--- config.mk ---
export PLATFORM = sky130hd
export DESIGN_NAME = beamcop
export DESIGN_NICKNAME = d
export VERILOG_FILES = /design/src/rtl/beamcop_pkg.sv /design/src/rtl/beamcop_regs.sv /design/src/rtl/beamcop_decode.sv /design/src/rtl/beamcop_cmp.sv /design/src/rtl/beamcop.sv
export SDC_FILE = /design/constraint.sdc
export NUM_CORES = 1
export LEC_CHECK = 0
export BUFFER_PORTS_ARGS = -buffer_cell sky130_fd_sc_hd__buf_2
export CORE_ASPECT_RATIO = 1.2
export CORE_MARGIN = 2
export CORE_UTILIZATION = 35
export CTS_BUF_LIST = sky130_fd_sc_hd__clkbuf_4 sky130_fd_sc_hd__clkbuf_8 sky130_fd_sc_hd__clkbuf_16
export DETAILED_ROUTE_END_ITERATION = 8
export GPL_TIMING_DRIVEN = 1
export PLACE_DENSITY = 0.69
export SLEW_MARGIN = 15
export SYNTH_ARGS = -nofsm -noshare
export SYNTH_HDL_FRONTEND = slang
export SYNTH_SLANG_ARGS = --single-unit
--- constraint.sdc ---
create_clock -name clk -period 2.35 [get_ports clk]
set_input_delay 0.3525 -clock clk [delete_from_list [all_inputs] [get_ports clk]]
set_output_delay 0.3525 -clock clk [all_outputs]
set_load 0.005 [all_outputs]
--- src/rtl/beamcop_pkg.sv ---
// Shared types and register offsets for the beam-synchronised list engine.
// Assumes 16-bit instruction words and a 9-bit register byte-offset space.
package beamcop_pkg;

    localparam int WORD_W = 16;
    localparam int OFS_W  = 9;

    localparam logic [OFS_W-1:0] OFS_CTRL  = 9'h02E;
    localparam logic [OFS_W-1:0] OFS_L1_HI = 9'h080;
    localparam logic [OFS_W-1:0] OFS_L1_LO = 9'h082;
    localparam logic [OFS_W-1:0] OFS_L2_HI = 9'h084;
    localparam logic [OFS_W-1:0] OFS_L2_LO = 9'h086;
    localparam logic [OFS_W-1:0] OFS_GO1   = 9'h088;
    localparam logic [OFS_W-1:0] OFS_GO2   = 9'h08A;

    typedef enum logic [2:0] {
        ST_IDLE,
        ST_FETCH1,
        ST_FETCH2,
        ST_EXEC,
        ST_HALT
    } state_t;

    typedef enum logic [1:0] {
        OP_MOVE,
        OP_WAIT,
        OP_SKIP
    } op_t;

    typedef struct packed {
        op_t               op;
        logic [OFS_W-1:0]  dest;
        logic [WORD_W-1:0] target;
        logic [WORD_W-1:0] mask;
    } instr_t;

endpackage

--- src/rtl/beamcop_regs.sv ---
// Configuration registers: two list start addresses, the unlock control bit,
// and the two restart strobes decoded from the configuration write port.
// Assumes ADDR_W lies between 17 and 32 bits.
module beamcop_regs
    import beamcop_pkg::*;
#(
    parameter int ADDR_W = 20
) (
    input  logic              clk,
    input  logic              rst_n,
    input  logic              cfg_we,
    input  logic [OFS_W-1:0]  cfg_addr,
    input  logic [WORD_W-1:0] cfg_wdata,
    output logic [ADDR_W-1:0] list1_ptr,
    output logic [ADDR_W-1:0] list2_ptr,
    output logic              unlock,
    output logic              go1,
    output logic              go2
);
    localparam int HI_W = ADDR_W - WORD_W;

    logic [HI_W-1:0]   hi1_q, hi2_q;
    logic [WORD_W-1:0] lo1_q, lo2_q;
    logic              unlock_q;

    // Capture configuration writes into the pointer halves and control bit.
    always_ff @(posedge clk) begin
        if (!rst_n) begin
            hi1_q    <= '0;
            lo1_q    <= '0;
            hi2_q    <= '0;
            lo2_q    <= '0;
            unlock_q <= 1'b0;
        end else if (cfg_we) begin
            case (cfg_addr)
                OFS_L1_HI: hi1_q    <= cfg_wdata[HI_W-1:0];
                OFS_L1_LO: lo1_q    <= cfg_wdata;
                OFS_L2_HI: hi2_q    <= cfg_wdata[HI_W-1:0];
                OFS_L2_LO: lo2_q    <= cfg_wdata;
                OFS_CTRL:  unlock_q <= cfg_wdata[1];
                default:   ;
            endcase
        end
    end

    // Strobes act in the cycle of the write; the data is ignored.
    always_comb begin
        go1 = cfg_we && (cfg_addr == OFS_GO1);
        go2 = cfg_we && (cfg_addr == OFS_GO2);
    end

    assign list1_ptr = {hi1_q, lo1_q};
    assign list2_ptr = {hi2_q, lo2_q};
    assign unlock    = unlock_q;

endmodule

--- src/rtl/beamcop_decode.sv ---
// Splits a fetched word pair into operation, destination and beam target.
// Assumes word 2 bit 15 carries no compare meaning (only MOVE data uses it).
module beamcop_decode
    import beamcop_pkg::*;
(
    input  logic [WORD_W-1:0] w1,
    input  logic [14:0]       w2_lo,
    output instr_t            instr
);
    // Classify the pair and form target and compare-enable vectors.
    always_comb begin
        if (!w1[0])
            instr.op = OP_MOVE;
        else if (w2_lo[0])
            instr.op = OP_SKIP;
        else
            instr.op = OP_WAIT;
        instr.dest   = {w1[8:1], 1'b0};
        instr.target = {w1[15:8], w1[7:1], 1'b0};
        instr.mask   = {1'b1, w2_lo[14:8], w2_lo[7:1], 1'b0};
    end

endmodule

--- src/rtl/beamcop_cmp.sv ---
// Beam position comparator: vertical position is the more significant part,
// horizontal the less; both sides are masked by the compare enables first.
module beamcop_cmp
    import beamcop_pkg::*;
(
    input  logic [7:0]        beam_v,
    input  logic [7:0]        beam_h,
    input  logic [WORD_W-1:0] target,
    input  logic [WORD_W-1:0] mask,
    output logic              reached
);
    logic [WORD_W-1:0] beam_pos;

    // Masked greater-or-equal comparison of beam against target.
    always_comb begin
        beam_pos = {beam_v, beam_h};
        reached  = (beam_pos & mask) >= (target & mask);
    end

endmodule

--- src/rtl/beamcop.sv ---
// Beam-synchronised register list engine: fetches two-word instructions,
// issues register writes, waits on or skips by beam position, and restarts
// on frame start or strobe. Assumes mem_ack only arrives while mem_req is
// high, with mem_rdata valid in the same cycle.
module beamcop
    import beamcop_pkg::*;
#(
    parameter int               ADDR_W     = 20,
    parameter logic [OFS_W-1:0] PROT_LIMIT = 9'h080
) (
    input  logic              clk,
    input  logic              rst_n,
    input  logic              frame_start,
    input  logic [7:0]        beam_v,
    input  logic [7:0]        beam_h,
    input  logic              cfg_we,
    input  logic [OFS_W-1:0]  cfg_addr,
    input  logic [WORD_W-1:0] cfg_wdata,
    output logic              mem_req,
    output logic [ADDR_W-1:0] mem_addr,
    input  logic              mem_ack,
    input  logic [WORD_W-1:0] mem_rdata,
    output logic              reg_we,
    output logic [OFS_W-1:0]  reg_addr,
    output logic [WORD_W-1:0] reg_data,
    output logic              halted
);
    localparam logic [ADDR_W-1:0] STEP1 = ADDR_W'(2);
    localparam logic [ADDR_W-1:0] STEP2 = ADDR_W'(4);

    state_t            state_q;
    logic [ADDR_W-1:0] pc_q;
    logic [WORD_W-1:0] w1_q, w2_q;
    logic [ADDR_W-1:0] list1_ptr, list2_ptr, start_ptr;
    logic              unlock, go1, go2, restart, reached, blocked;
    instr_t            instr;

    beamcop_regs #(.ADDR_W(ADDR_W)) u_regs (
        .clk       (clk),
        .rst_n     (rst_n),
        .cfg_we    (cfg_we),
        .cfg_addr  (cfg_addr),
        .cfg_wdata (cfg_wdata),
        .list1_ptr (list1_ptr),
        .list2_ptr (list2_ptr),
        .unlock    (unlock),
        .go1       (go1),
        .go2       (go2)
    );

    beamcop_decode u_decode (
        .w1    (w1_q),
        .w2_lo (w2_q[14:0]),
        .instr (instr)
    );

    beamcop_cmp u_cmp (
        .beam_v  (beam_v),
        .beam_h  (beam_h),
        .target  (instr.target),
        .mask    (instr.mask),
        .reached (reached)
    );

    // Restart source selection: frame start beats a strobe.
    always_comb begin
        restart   = frame_start || go1 || go2;
        start_ptr = (frame_start || go1) ? list1_ptr : list2_ptr;
        blocked   = (instr.dest < PROT_LIMIT) && !unlock;
    end

    // Sequencer: fetch two words, then execute, wait or halt.
    always_ff @(posedge clk) begin
        if (!rst_n) begin
            state_q <= ST_IDLE;
            pc_q    <= '0;
            w1_q    <= '0;
            w2_q    <= '0;
        end else if (restart) begin
            state_q <= ST_FETCH1;
            pc_q    <= start_ptr;
        end else begin
            case (state_q)
                ST_FETCH1: if (mem_ack) begin
                    w1_q    <= mem_rdata;
                    pc_q    <= pc_q + STEP1;
                    state_q <= ST_FETCH2;
                end
                ST_FETCH2: if (mem_ack) begin
                    w2_q    <= mem_rdata;
                    pc_q    <= pc_q + STEP1;
                    state_q <= ST_EXEC;
                end
                ST_EXEC: begin
                    case (instr.op)
                        OP_MOVE: state_q <= blocked ? ST_HALT : ST_FETCH1;
                        OP_WAIT: if (reached) state_q <= ST_FETCH1;
                        default: begin
                            if (reached) pc_q <= pc_q + STEP2;
                            state_q <= ST_FETCH1;
                        end
                    endcase
                end
                default: ;
            endcase
        end
    end

    // Port outputs decoded from the sequencer state.
    always_comb begin
        mem_req  = (state_q == ST_FETCH1) || (state_q == ST_FETCH2);
        mem_addr = pc_q;
        reg_we   = (state_q == ST_EXEC) && (instr.op == OP_MOVE) && !blocked;
        reg_addr = instr.dest;
        reg_data = w2_q;
        halted   = (state_q == ST_HALT);
    end

    // a write below the protection limit only happens while unlocked.
    assert_prot_gate_R5: assert property (@(posedge clk) disable iff (!rst_n)
        (reg_we && (reg_addr < PROT_LIMIT)) |-> unlock);

    // once halted, no fetch and no write until a restart.
    assert_halt_quiet_R5: assert property (@(posedge clk) disable iff (!rst_n)
        (halted && !restart) |=> (halted && !reg_we && !mem_req));

    // an unacknowledged request holds its address.
    assert_hold_req_R2: assert property (@(posedge clk) disable iff (!rst_n)
        (mem_req && !mem_ack && !restart) |=> (mem_req && $stable(mem_addr)));

    // frame start fetches from list 1 on the next cycle.
    assert_frame_restart_R3: assert property (@(posedge clk) disable iff (!rst_n)
        frame_start |=> (mem_req && (mem_addr == $past(list1_ptr))));

    // an unmet wait issues no fetch in the following cycle.
    assert_wait_silent_R6: assert property (@(posedge clk) disable iff (!rst_n)
        ((state_q == ST_EXEC) && (instr.op == OP_WAIT) && !reached && !restart)
        |=> !mem_req);

endmodule

# After elaboration in Yosys (flattened, before gate mapping)

Cells that the tools add are included.

Flip-flop bits (word level): 96
Input bits: 62
Output and inout bits: 48
Logic and storage cells: 81

$add $sub $neg: 2
Magnitude comparators: 2
Equality and inequality tests: 21
Muxes and demuxes: 15
Bitwise operators: 4
Reductions and logical operators: 27

Operators with widths:

| cell                    | number |
|---|---|
| $mux W20                | 5 |
| $eq A9 B8 Y1 const B    | 6 |
| $pmux W20 S2            | 1 |
| $and A16 B16 Y16        | 2 |
| $add A20 B2 Y20 const B | 1 |
| $add A20 B3 Y20 const B | 1 |
| $ge A16 B16 Y1          | 1 |
| $ne A3 B3 Y1 const B    | 5 |
| $mux W3                 | 4 |
| $reduce_and A4 Y1       | 3 |
| $reduce_and A2 Y1       | 5 |
| $eq A9 B6 Y1 const B    | 1 |
| $lt A9 B8 Y1 const B    | 1 |
| $pmux W3 S3             | 1 |
| $eq A3 B2 Y1 const B    | 2 |
| $pmux W3 S2             | 1 |
| $reduce_and A3 Y1       | 2 |
| $reduce_bool A3 Y1      | 2 |
| $reduce_or A2 Y1        | 3 |
| $logic_and A1 B1 Y1     | 5 |
| $mux W2                 | 2 |
| $ne A2 B2 Y1 const B    | 2 |
| $ne A4 B4 Y1 const B    | 1 |
| $reduce_bool A4 Y1      | 1 |
| 9 further kinds         | 13 |

# Longest topological paths before layout

Gate-level depths: netlist (run 1).

Depth after elaboration: 7
Gate-level depth with buffers: 9
Mapped depth without buffers: 8

# Modules after synthesis

A second synthesis (run 1) with hierarchy kept.

Cells, all modules: 615
Area total of the unflattened synthesis: 5233.8 µm²

By module, submodules not included:

| module         | instances | cells an instance | area an instance (µm²) | seq. area each (µm²) |
|---|---|---|---|---|
| beamcop        | 1         | 336               | 2780.2                 | 1101.1 |
| beamcop_regs   | 1         | 162               | 1630.3                 | 820.8 |
| beamcop_cmp    | 1         | 72                | 491.7                  | 0.0 |
| beamcop_decode | 1         | 45                | 331.6                  | 0.0 |

# Worst setup path after synthesis (run 1)

Ideal clock, no wire load.

Path kind: in2reg
Start point: input beam_v[3]
End point: register pc_q[10], in the netlist mem_addr[10]
Library setup time: 0.119 ns
Arrival time: 2.249 ns
Data required time: 2.231 ns
Setup slack: -0.018 ns
Stages: 9
Buffers on the path: 1
Path through: and2_1 ha_1 a21oi_1 o21ai_0 a2111o_1 a211oi_4 buf_6 nor2_1 o221a_1

Longest elaborated chain between the ends: 4

RTL lines:

| what                        | line              | text |
|---|---|---|
| start: declaration          | beamcop.sv:14     | `input logic [7:0] beam_v,` |
| $and A16 B16 Y16            | beamcop_cmp.sv:17 | `reached = (beam_pos & mask) >= (target & mask);` |
| $ge A16 B16 Y1              | beamcop_cmp.sv:17 |  |
| $ne A3 B3 Y1 (no line)      | --                |  |
| $reduce_and A4 Y1 (no line) | --                |  |
| end signal: assignment      | beamcop.sv:81     | `pc_q <= start_ptr;` |
| end signal: assignment      | beamcop.sv:86     | `pc_q <= pc_q + STEP1;` |
| end signal: assignment      | beamcop.sv:91     | `pc_q <= pc_q + STEP1;` |
| end: declaration            | beamcop.sv:32     | `logic [ADDR_W-1:0] pc_q;` |

No other way between the ends.
A chain may end at the register's enable or synchronous reset.

# Worst setup path after layout (run 1)

Start point: register w2_q[12], in the netlist reg_data[12]
End point: register pc_q[3], in the netlist mem_addr[3]

Longest elaborated chain between the ends: 4
Elaborated cells between the ends (all ways): 5
Those cells by class: order compare (1); eq/ne (1); bitwise (2); reduce/logical (1)

RTL lines:

| what                            | line              | text |
|---|---|---|
| start: declaration              | beamcop.sv:33     | `logic [WORD_W-1:0] w1_q, w2_q;` |
| start signal: assignment        | beamcop.sv:90     | `w2_q <= mem_rdata;` |
| $and A16 B16 Y16                | beamcop_cmp.sv:17 |  |
| $ge A16 B16 Y1 (*)              | beamcop_cmp.sv:17 |  |
| $ne A3 B3 Y1 (no line) (*)      | --                |  |
| $reduce_and A4 Y1 (no line) (*) | --                |  |

Mark *: on every way between the ends. The rest lies on a longest branch, timed or not.

==> impl_metrics.env, run 1 <==
export IMPL_crit_reg2reg_launch="reg_data[12]"
export IMPL_die_h_um=136
export IMPL_crit_start="reg_data[12]"
export IMPL_end_kind="register"
export IMPL_ir_drop_mv=0.305
export IMPL_combPwrFrac_pct=9.7
export IMPL_placed_area_sq_mm=0.00578
export IMPL_synth_top_cell_by_area="dfxtp_1"
export IMPL_final_common_cell="buf_2"
export IMPL_power_density_mw_per_mm2=535
export IMPL_min_from="mem_rdata[2]"
export IMPL_dieWidth_um=114
export IMPL_intPower_uw=2540
export IMPL_rows=48
export IMPL_yosys_cell_types_count=66
export IMPL_antenna_left=0
export IMPL_start_util_pct=35.5
export IMPL_drv_slew=0
export IMPL_ys_ff_latch=96
export IMPL_syn_area_sq_mm=0.00505
export IMPL_critPathRequiredTime_ns=2.57
export IMPL_maxCapViolations=0
export IMPL_violations="negative setup slack"
export IMPL_power_frac_clock_pct=41.8
export IMPL_synth_fp_nets=673
export IMPL_critPathSlowestCell="a2111o_1"
export IMPL_fin_setup_tns_ns=-0.317
export IMPL_cp_max_fo=6
export IMPL_clkLatencyLatePin_ns=0.35
export IMPL_path_delay_family="compound AO/OA/AOI/OAI gates"
export IMPL_power_leakage_uw=0.00263
export IMPL_clkTransAtPathRegs_ns=0.07
export IMPL_finalWirelength_um=14000
export IMPL_clockRootBuffer="clkbuf_16"
export IMPL_hpwl_um=9920
export IMPL_grt_pass1_vias=4521
export IMPL_setup_viol=15
export IMPL_netSwitchingPower_uw=899
export IMPL_grt_ovfl_total=0
export IMPL_via_per_inst=5.32
export IMPL_layout_drive_gt1_share_pct=34.1
export IMPL_start_kind="register"
export IMPL_wl_per_cell_um=16.0
export IMPL_worstSetupPathType="reg -> reg"
export IMPL_cpPeakStageDelay_ns=0.47
export IMPL_fin_ws_ns=-0.0390
export IMPL_hold_violations=0
export IMPL_pwr_share_seq_pct=48.5
export IMPL_final_area_sq_mm=0.00643
export IMPL_fin_crit_sh_pct=102
export IMPL_swShare_pct=26.1
export IMPL_slew_headroom_pct=50.7
export IMPL_antenna_found_initial=0
export IMPL_yosysSeqAreaShare_pct=38.0
export IMPL_period_needed_ns=2.39
export IMPL_grt_usage_pct=18.3
export IMPL_crit_buf_inv=2
export IMPL_clockBufferDepth=2
export IMPL_avgSynthCellArea_sq_um=8.51
export IMPL_boundaryPins=110
export IMPL_nets=777
export IMPL_cts_tree="built"
export IMPL_diodes=0
export IMPL_syn_to_final_growth_pct=27.1
export IMPL_synth_area_top_cells="dfxtp_1, mux2i_1, nand2_1"
export IMPL_fin_hold_ws_ns=0.238
export IMPL_core_area_sq_mm=0.0142
export IMPL_drcViolationCount=0
export IMPL_hp_class="in -> reg"
export IMPL_cp_cell_sequence="and2_4 -> ha_4 -> and4_1 -> a2111o_1 -> a211oi_4 -> buf_6 -> buf_16 -> mux2i_1 -> nor2_1"
export IMPL_synthFlopType="dfxtp_1"
export IMPL_tightest_slew_ns=0.735
export IMPL_ys_warn_count=0
export IMPL_die_area_sq_mm=0.0154
export IMPL_critical_path_arrival_ns=2.61
export IMPL_vias=4675
export IMPL_rsz0062_at_grt="yes"
export IMPL_clock_skew_ns=0.00864
export IMPL_async_flop_share_pct=0
export IMPL_status="finished with violations"
export IMPL_place_gp_congestion=0.816
export IMPL_port_buffer_count=107
export IMPL_fmaxAchievable_mhz=419
export IMPL_synth_edff_count=0
export IMPL_p_total_uw=3440
export IMPL_cts_sinks=96
export IMPL_cts_hold_repair_buffers=0
export IMPL_grt_pass1_wl_um=22500
export IMPL_grt_max_degree=34
export IMPL_first_pass_iters=5
export IMPL_synth_cells=594
export IMPL_drtIter0Drc=306
export IMPL_htree_levels=3
export IMPL_synth_top_area_share_pct=38.0
export IMPL_cts_buffers=9
export IMPL_final_cell_mix="buf_2, nand2_1, dfxtp_1"
[logic make-up (layout without fill, tap and decap cells)]
kind of cell | count (synthesis) | after routing | share of synthesized area (%)
AND/OR/NAND/NOR | 225 | 225 | 21.8
AO/OA/AOI/OAI | 147 | 147 | 19.2
flip-flops | 96 | 96 | 38.0
buffers and inverters | 60 | 169 | 7.18
multiplexers | 45 | 45 | 8.91
adder cells (fa/ha/maj) | 18 | 18 | 4.43
XOR/XNOR | 2 | 2 | 0.347
other | 1 | 1 | 0.0742
[state kept, by name, summed over array words and instances, names as in the netlist]
name and cells:
u_regs.hi1_q 4, reg_data 16, w1_q 16, u_regs.hi2_q 4, mem_addr 20, u_regs.lo1_q 16, u_regs.unlock 1, u_regs.lo2_q 16
state_q 3
[power by group through the flow]
stage	sequential (uW)	clock, uW	combinational, uW
final	1670	1440	334
after detailed placement	1700	0	300
after CTS	1670	1480	329
after global placement	1700	0	297
after global routing	1670	1540	367
after floorplan	1700	0	168
[per-stage QoR]
stage | cells | setup slack (ns) | util [%]
3_5_place_dp | 856 | -0.208 | 40.6
3_3_place_gp | 856 | -0.167 | 40.6
2_1_floorplan | 594 | 0.0136 | -
4_1_cts | 876 | -0.0568 | 44.6
6_report | 878 | -0.0390 | 45.1
5_1_grt | 878 | -0.142 | 45.1
[repair_timing]
item	CTS	global route
pin swaps	5	14
resized for setup	38	23
gates cloned	2	0
buffers inserted	2	3
endpoints found under the setup margin	12	18
endpoints found under the hold margin	0	0
[worst reg2reg max path, delay by kind of cell (launching register included)]
kind                     cells  cell delay, ns
AO/OA/AOI/OAI                2            0.84
AND/OR/NAND/NOR              3            0.40
adder cells (fa/ha/maj)      1            0.23
multiplexers                 1            0.18
flip-flops                   1            0.34
buffers and inverters        2            0.29
[metal layers]
metal	global-route usage, %	wire, um
met3	3.36	838
met1	23.0	6100
met2	30.6	6740
met5	0	0
met4	8.33	342
[final timing paths]
check / end / slack, ns / cells after the start
max reg2reg: mem_addr[3] / -0.04 / 9
min: reg_data[2] / 0.24 / 3
min reg2reg: w1_q[15] / 0.46 / 2
max: mem_addr[3] / -0.04 / 9
[layout make-up]
cell class	count	area, sq um
flip-flops and latches	96	1940
clock inverters	7	61.3
multi-input cells	438	3030
well taps	175	219
fillers	1388	7810
inverters	3	11.3
repair buffers	150	943
clock buffers	9	225
[cell usage after synthesis (all sizes together), types with 2 or more instances]
cell,instances
a211oi,4
a21o,4
a21oi,54
a221o,2
a221oi,3
a22o,2
a22oi,7
a31oi,6
and2,15
and3,2
and3b,2
and4b,2
buf,41
clkbuf,16
dfxtp,96
ha,17
inv,2
mux2i,45
nand2,83
nand2b,4
nand3,9
nand3b,4
nand4,7
nor2,61
nor2b,5
nor3,6
nor3b,8
nor4,6
o211ai,3
o21a,2
o21ai,30
o21bai,2
o221a,5
o22ai,4
o311a,2
o31a,8
o31ai,2
o32ai,4
or4,5
xnor2,2
Note: power is estimated with default switching activity, not from simulation.
==> run 2, diff against run 1 <==
--- a/config.mk
+++ b/config.mk
@@ -7,13 +7,13 @@
 export LEC_CHECK = 0
 export BUFFER_PORTS_ARGS = -buffer_cell sky130_fd_sc_hd__buf_2
 export CORE_ASPECT_RATIO = 1.2
-export CORE_MARGIN = 2
 export CORE_UTILIZATION = 35
 export CTS_BUF_LIST = sky130_fd_sc_hd__clkbuf_4 sky130_fd_sc_hd__clkbuf_8 sky130_fd_sc_hd__clkbuf_16
 export DETAILED_ROUTE_END_ITERATION = 8
 export GPL_TIMING_DRIVEN = 1
-export PLACE_DENSITY = 0.69
+export PLACE_DENSITY = 0.68
 export SLEW_MARGIN = 15
 export SYNTH_ARGS = -nofsm -noshare
 export SYNTH_HDL_FRONTEND = slang
+export SYNTH_HIERARCHICAL = 1
 export SYNTH_SLANG_ARGS = --single-unit
==> run 2 against run 1 <==
Net effect:
- the flow still finishes with violations (negative setup slack)
- synthesized cell count rose by 3.5%
- non-clock buffer count increased by 5
- power is 9.4% higher
- global-route usage shrank 0.86 points
- cell area grew 3.5%
- die area grew 0.16%
- combinational power is 11% higher
- area after synthesis grew 3.5%
- hold slack better by 0.020 ns
- sequential power is essentially flat
- clock skew about the same
- largest power group is now clock
==> impl_metrics.env, run 2 <==
export IMPL_synth_top_cell_by_area="dfxtp_1"
export IMPL_cp_cell_sequence="and2_4 -> ha_4 -> nand4_1 -> nor4_2 -> o31ai_1 -> o211ai_1 -> nand3_1 -> a311o_2 -> buf_6 -> nor2_4 -> o21ai_1 -> o221a_2"
export IMPL_die_h_um=136
export IMPL_grt_pass1_vias=4334
export IMPL_layout_drive_gt1_share_pct=32.7
export IMPL_clockBufferDepth=2
export IMPL_status="finished with violations"
export IMPL_hpwl_um=9590
export IMPL_antenna_found_initial=0
export IMPL_fin_setup_tns_ns=-4.16
export IMPL_antenna_left=0
export IMPL_power_frac_clock_pct=45.4
export IMPL_avgSynthCellArea_sq_um=8.51
export IMPL_yosysMostFrequentCell="nand2_1"
export IMPL_cts_buffers=9
export IMPL_critPathSlowestCell="a311o_2"
export IMPL_nets=791
export IMPL_ys_ff_latch=96
export IMPL_dieWidth_um=114
export IMPL_power_leakage_uw=0.00321
export IMPL_min_from="mem_rdata[10]"
export IMPL_fmaxAchievable_mhz=379
export IMPL_combPwrFrac_pct=9.8
export IMPL_synth_top_area_share_pct=36.7
export IMPL_yosysSeqAreaShare_pct=36.7
export IMPL_grt_max_degree=69
export IMPL_boundaryPins=110
export IMPL_wl_per_cell_um=14.4
export IMPL_port_buffer_count=108
export IMPL_critPathRequiredTime_ns=2.59
export IMPL_syn_area_sq_mm=0.00523
export IMPL_cpPeakStageDelay_ns=0.40
export IMPL_drtIter0Drc=261
export IMPL_crit_buf_inv=1
export IMPL_clock_skew_ns=0.00839
export IMPL_ir_drop_mv=0.421
export IMPL_path_delay_family="compound AO/OA/AOI/OAI gates"
export IMPL_synth_cells=615
export IMPL_crit_reg2reg_launch="reg_data[7]"
export IMPL_first_pass_iters=5
export IMPL_grt_ovfl_total=0
export IMPL_ys_warn_count=6
export IMPL_rows=48
export IMPL_final_common_cell="buf_2"
export IMPL_synthFlopType="dfxtp_1"
export IMPL_p_total_uw=3760
export IMPL_finalWirelength_um=13200
export IMPL_critical_path_arrival_ns=2.88
export IMPL_netSwitchingPower_uw=868
export IMPL_place_gp_congestion=0.809
export IMPL_rsz0062_at_grt="yes"
export IMPL_yosys_cell_types_count=58
export IMPL_hold_violations=0
export IMPL_intPower_uw=2900
export IMPL_cts_hold_repair_buffers=0
export IMPL_final_cell_mix="buf_2, nand2_1, dfxtp_1"
export IMPL_syn_to_final_growth_pct=27.1
export IMPL_hp_class="in -> reg"
export IMPL_synth_edff_count=0
export IMPL_clockRootBuffer="clkbuf_16"
export IMPL_period_needed_ns=2.64
export IMPL_cts_sinks=96
export IMPL_violations="negative setup slack"
export IMPL_cp_max_fo=5
export IMPL_drv_slew=0
export IMPL_end_kind="register"
export IMPL_die_area_sq_mm=0.0154
export IMPL_cts_tree="built"
export IMPL_synth_area_top_cells="dfxtp_1, mux2i_1, nand2_1"
export IMPL_maxCapViolations=0
export IMPL_vias=4545
export IMPL_fin_crit_sh_pct=112
export IMPL_slew_headroom_pct=62.0
export IMPL_drcViolationCount=0
export IMPL_power_density_mw_per_mm2=566
export IMPL_tightest_slew_ns=0.569
export IMPL_start_util_pct=36.2
export IMPL_diodes=0
export IMPL_worstSetupPathType="reg -> reg"
export IMPL_grt_usage_pct=17.5
export IMPL_clkTransAtPathRegs_ns=0.07
export IMPL_grt_pass1_wl_um=21200
export IMPL_dp_slack_ns=-0.467
export IMPL_crit_start="reg_data[7]"
export IMPL_synth_common_cells="nand2_1, dfxtp_1, mux2i_1"
export IMPL_start_kind="register"
export IMPL_pwr_share_seq_pct=44.7
export IMPL_via_per_inst=4.96
export IMPL_async_flop_share_pct=0
export IMPL_fin_ws_ns=-0.289
export IMPL_clkLatencyLatePin_ns=0.34
export IMPL_largest_reg_flops=20
export IMPL_setup_viol=21
export IMPL_swShare_pct=23.1
export IMPL_htree_levels=3
export IMPL_core_area_sq_mm=0.0145
==> run 2: changes by cell type after synthesis, moves of 7 or more <==
cell	delta
mux2i_1	+31
a21oi_1	-28
nand2_1	+23
buf_4	+14
clkbuf_1	+10
nor2_1	-9
o31a_1	-8
a22oi_1	-7
==> run 2: repair_timing <==
item / in CTS / in global routing
pin swaps: 22 / 8
endpoints found under the setup margin: 21 / 21
gates resized for setup: 28 / 9
buffers inserted: 3 / 0
==> run 2: worst register-to-register path, stage by stage (launching register included) <==
cell	delay, ns
dfxtp_2	0.34
and2_4	0.14
ha_4	0.26
nand4_1	0.12
nor4_2	0.30
o31ai_1	0.11
o211ai_1	0.11
nand3_1	0.14
a311o_2	0.40
buf_6	0.15
nor2_4	0.12
o21ai_1	0.09
o221a_2	0.26
==> run 2: final cells by class <==
type,instances,area (sq um)
inverters,4,15.0
fillers,1454,7820
multi-input cells,445,3150
clock inverters,6,113
repair buffers,155,955
clock buffers,10,239
flip-flops and latches,96,1930
well taps,200,250
==> run 2: routing by layer <==
layer / routed length [um] / share of wire [%] / global-route usage (%) / up-vias
li1: - / - / - / 2305
met1: 5800 / 44 / 21.2 / 2100
met2: 6560 / 50 / 30.9 / 127
met3: 657 / 5.0 / 3.61 / 13
met4: 193 / 1.5 / 5.26 / 0
met5: 0 / 0 / 0 / -
==> run 2: cells by family (layout without fill, tap and decap cells) <==
group / after synthesis / count (layout) / share of synthesized area (%)
mux: 77 / 77 / 14.8
xor+xnor: 5 / 5 / 0.837
other cells: 2 / 4 / 0.143
compound gates: 92 / 92 / 11.3
flops: 96 / 96 / 36.7
simple gates: 249 / 249 / 23.1
buf+inv: 76 / 175 / 8.77
fa+ha+maj: 18 / 18 / 4.30
==> run 2: path summary, 6_finish.rpt <==
kind                     end  slack [ns]  depth (start not counted)
max             mem_addr[16]       -0.29                         12
min                 w1_q[10]        0.26                          3
max reg2reg     mem_addr[16]       -0.29                         12
min reg2reg  u_regs/lo1_q[8]        0.46                          2
==> run 2: per-stage QoR <==
stage,instance area [sq um],instances,utilization [%],hold WS (ns)
after floorplan,5420,617,-,0.434
after global placement,6120,897,42.3,0.442
after detailed placement,6120,897,42.3,0.449
after CTS,6610,916,45.7,0.247
after global routing,6650,916,46.0,0.256
final,6650,916,46.0,0.258
==> run 2: power groups by stage <==
| stage | sequential (uW) | clock, uW | combinational [uW] |
|---|---|---|---|
| after CTS | 1680 | 1750 | 365 |
| after detailed placement | 1720 | 0 | 348 |
| after global routing | 1690 | 1820 | 405 |
| after global placement | 1720 | 0 | 346 |
| final | 1680 | 1710 | 370 |
| after floorplan | 1720 | 0 | 198 |
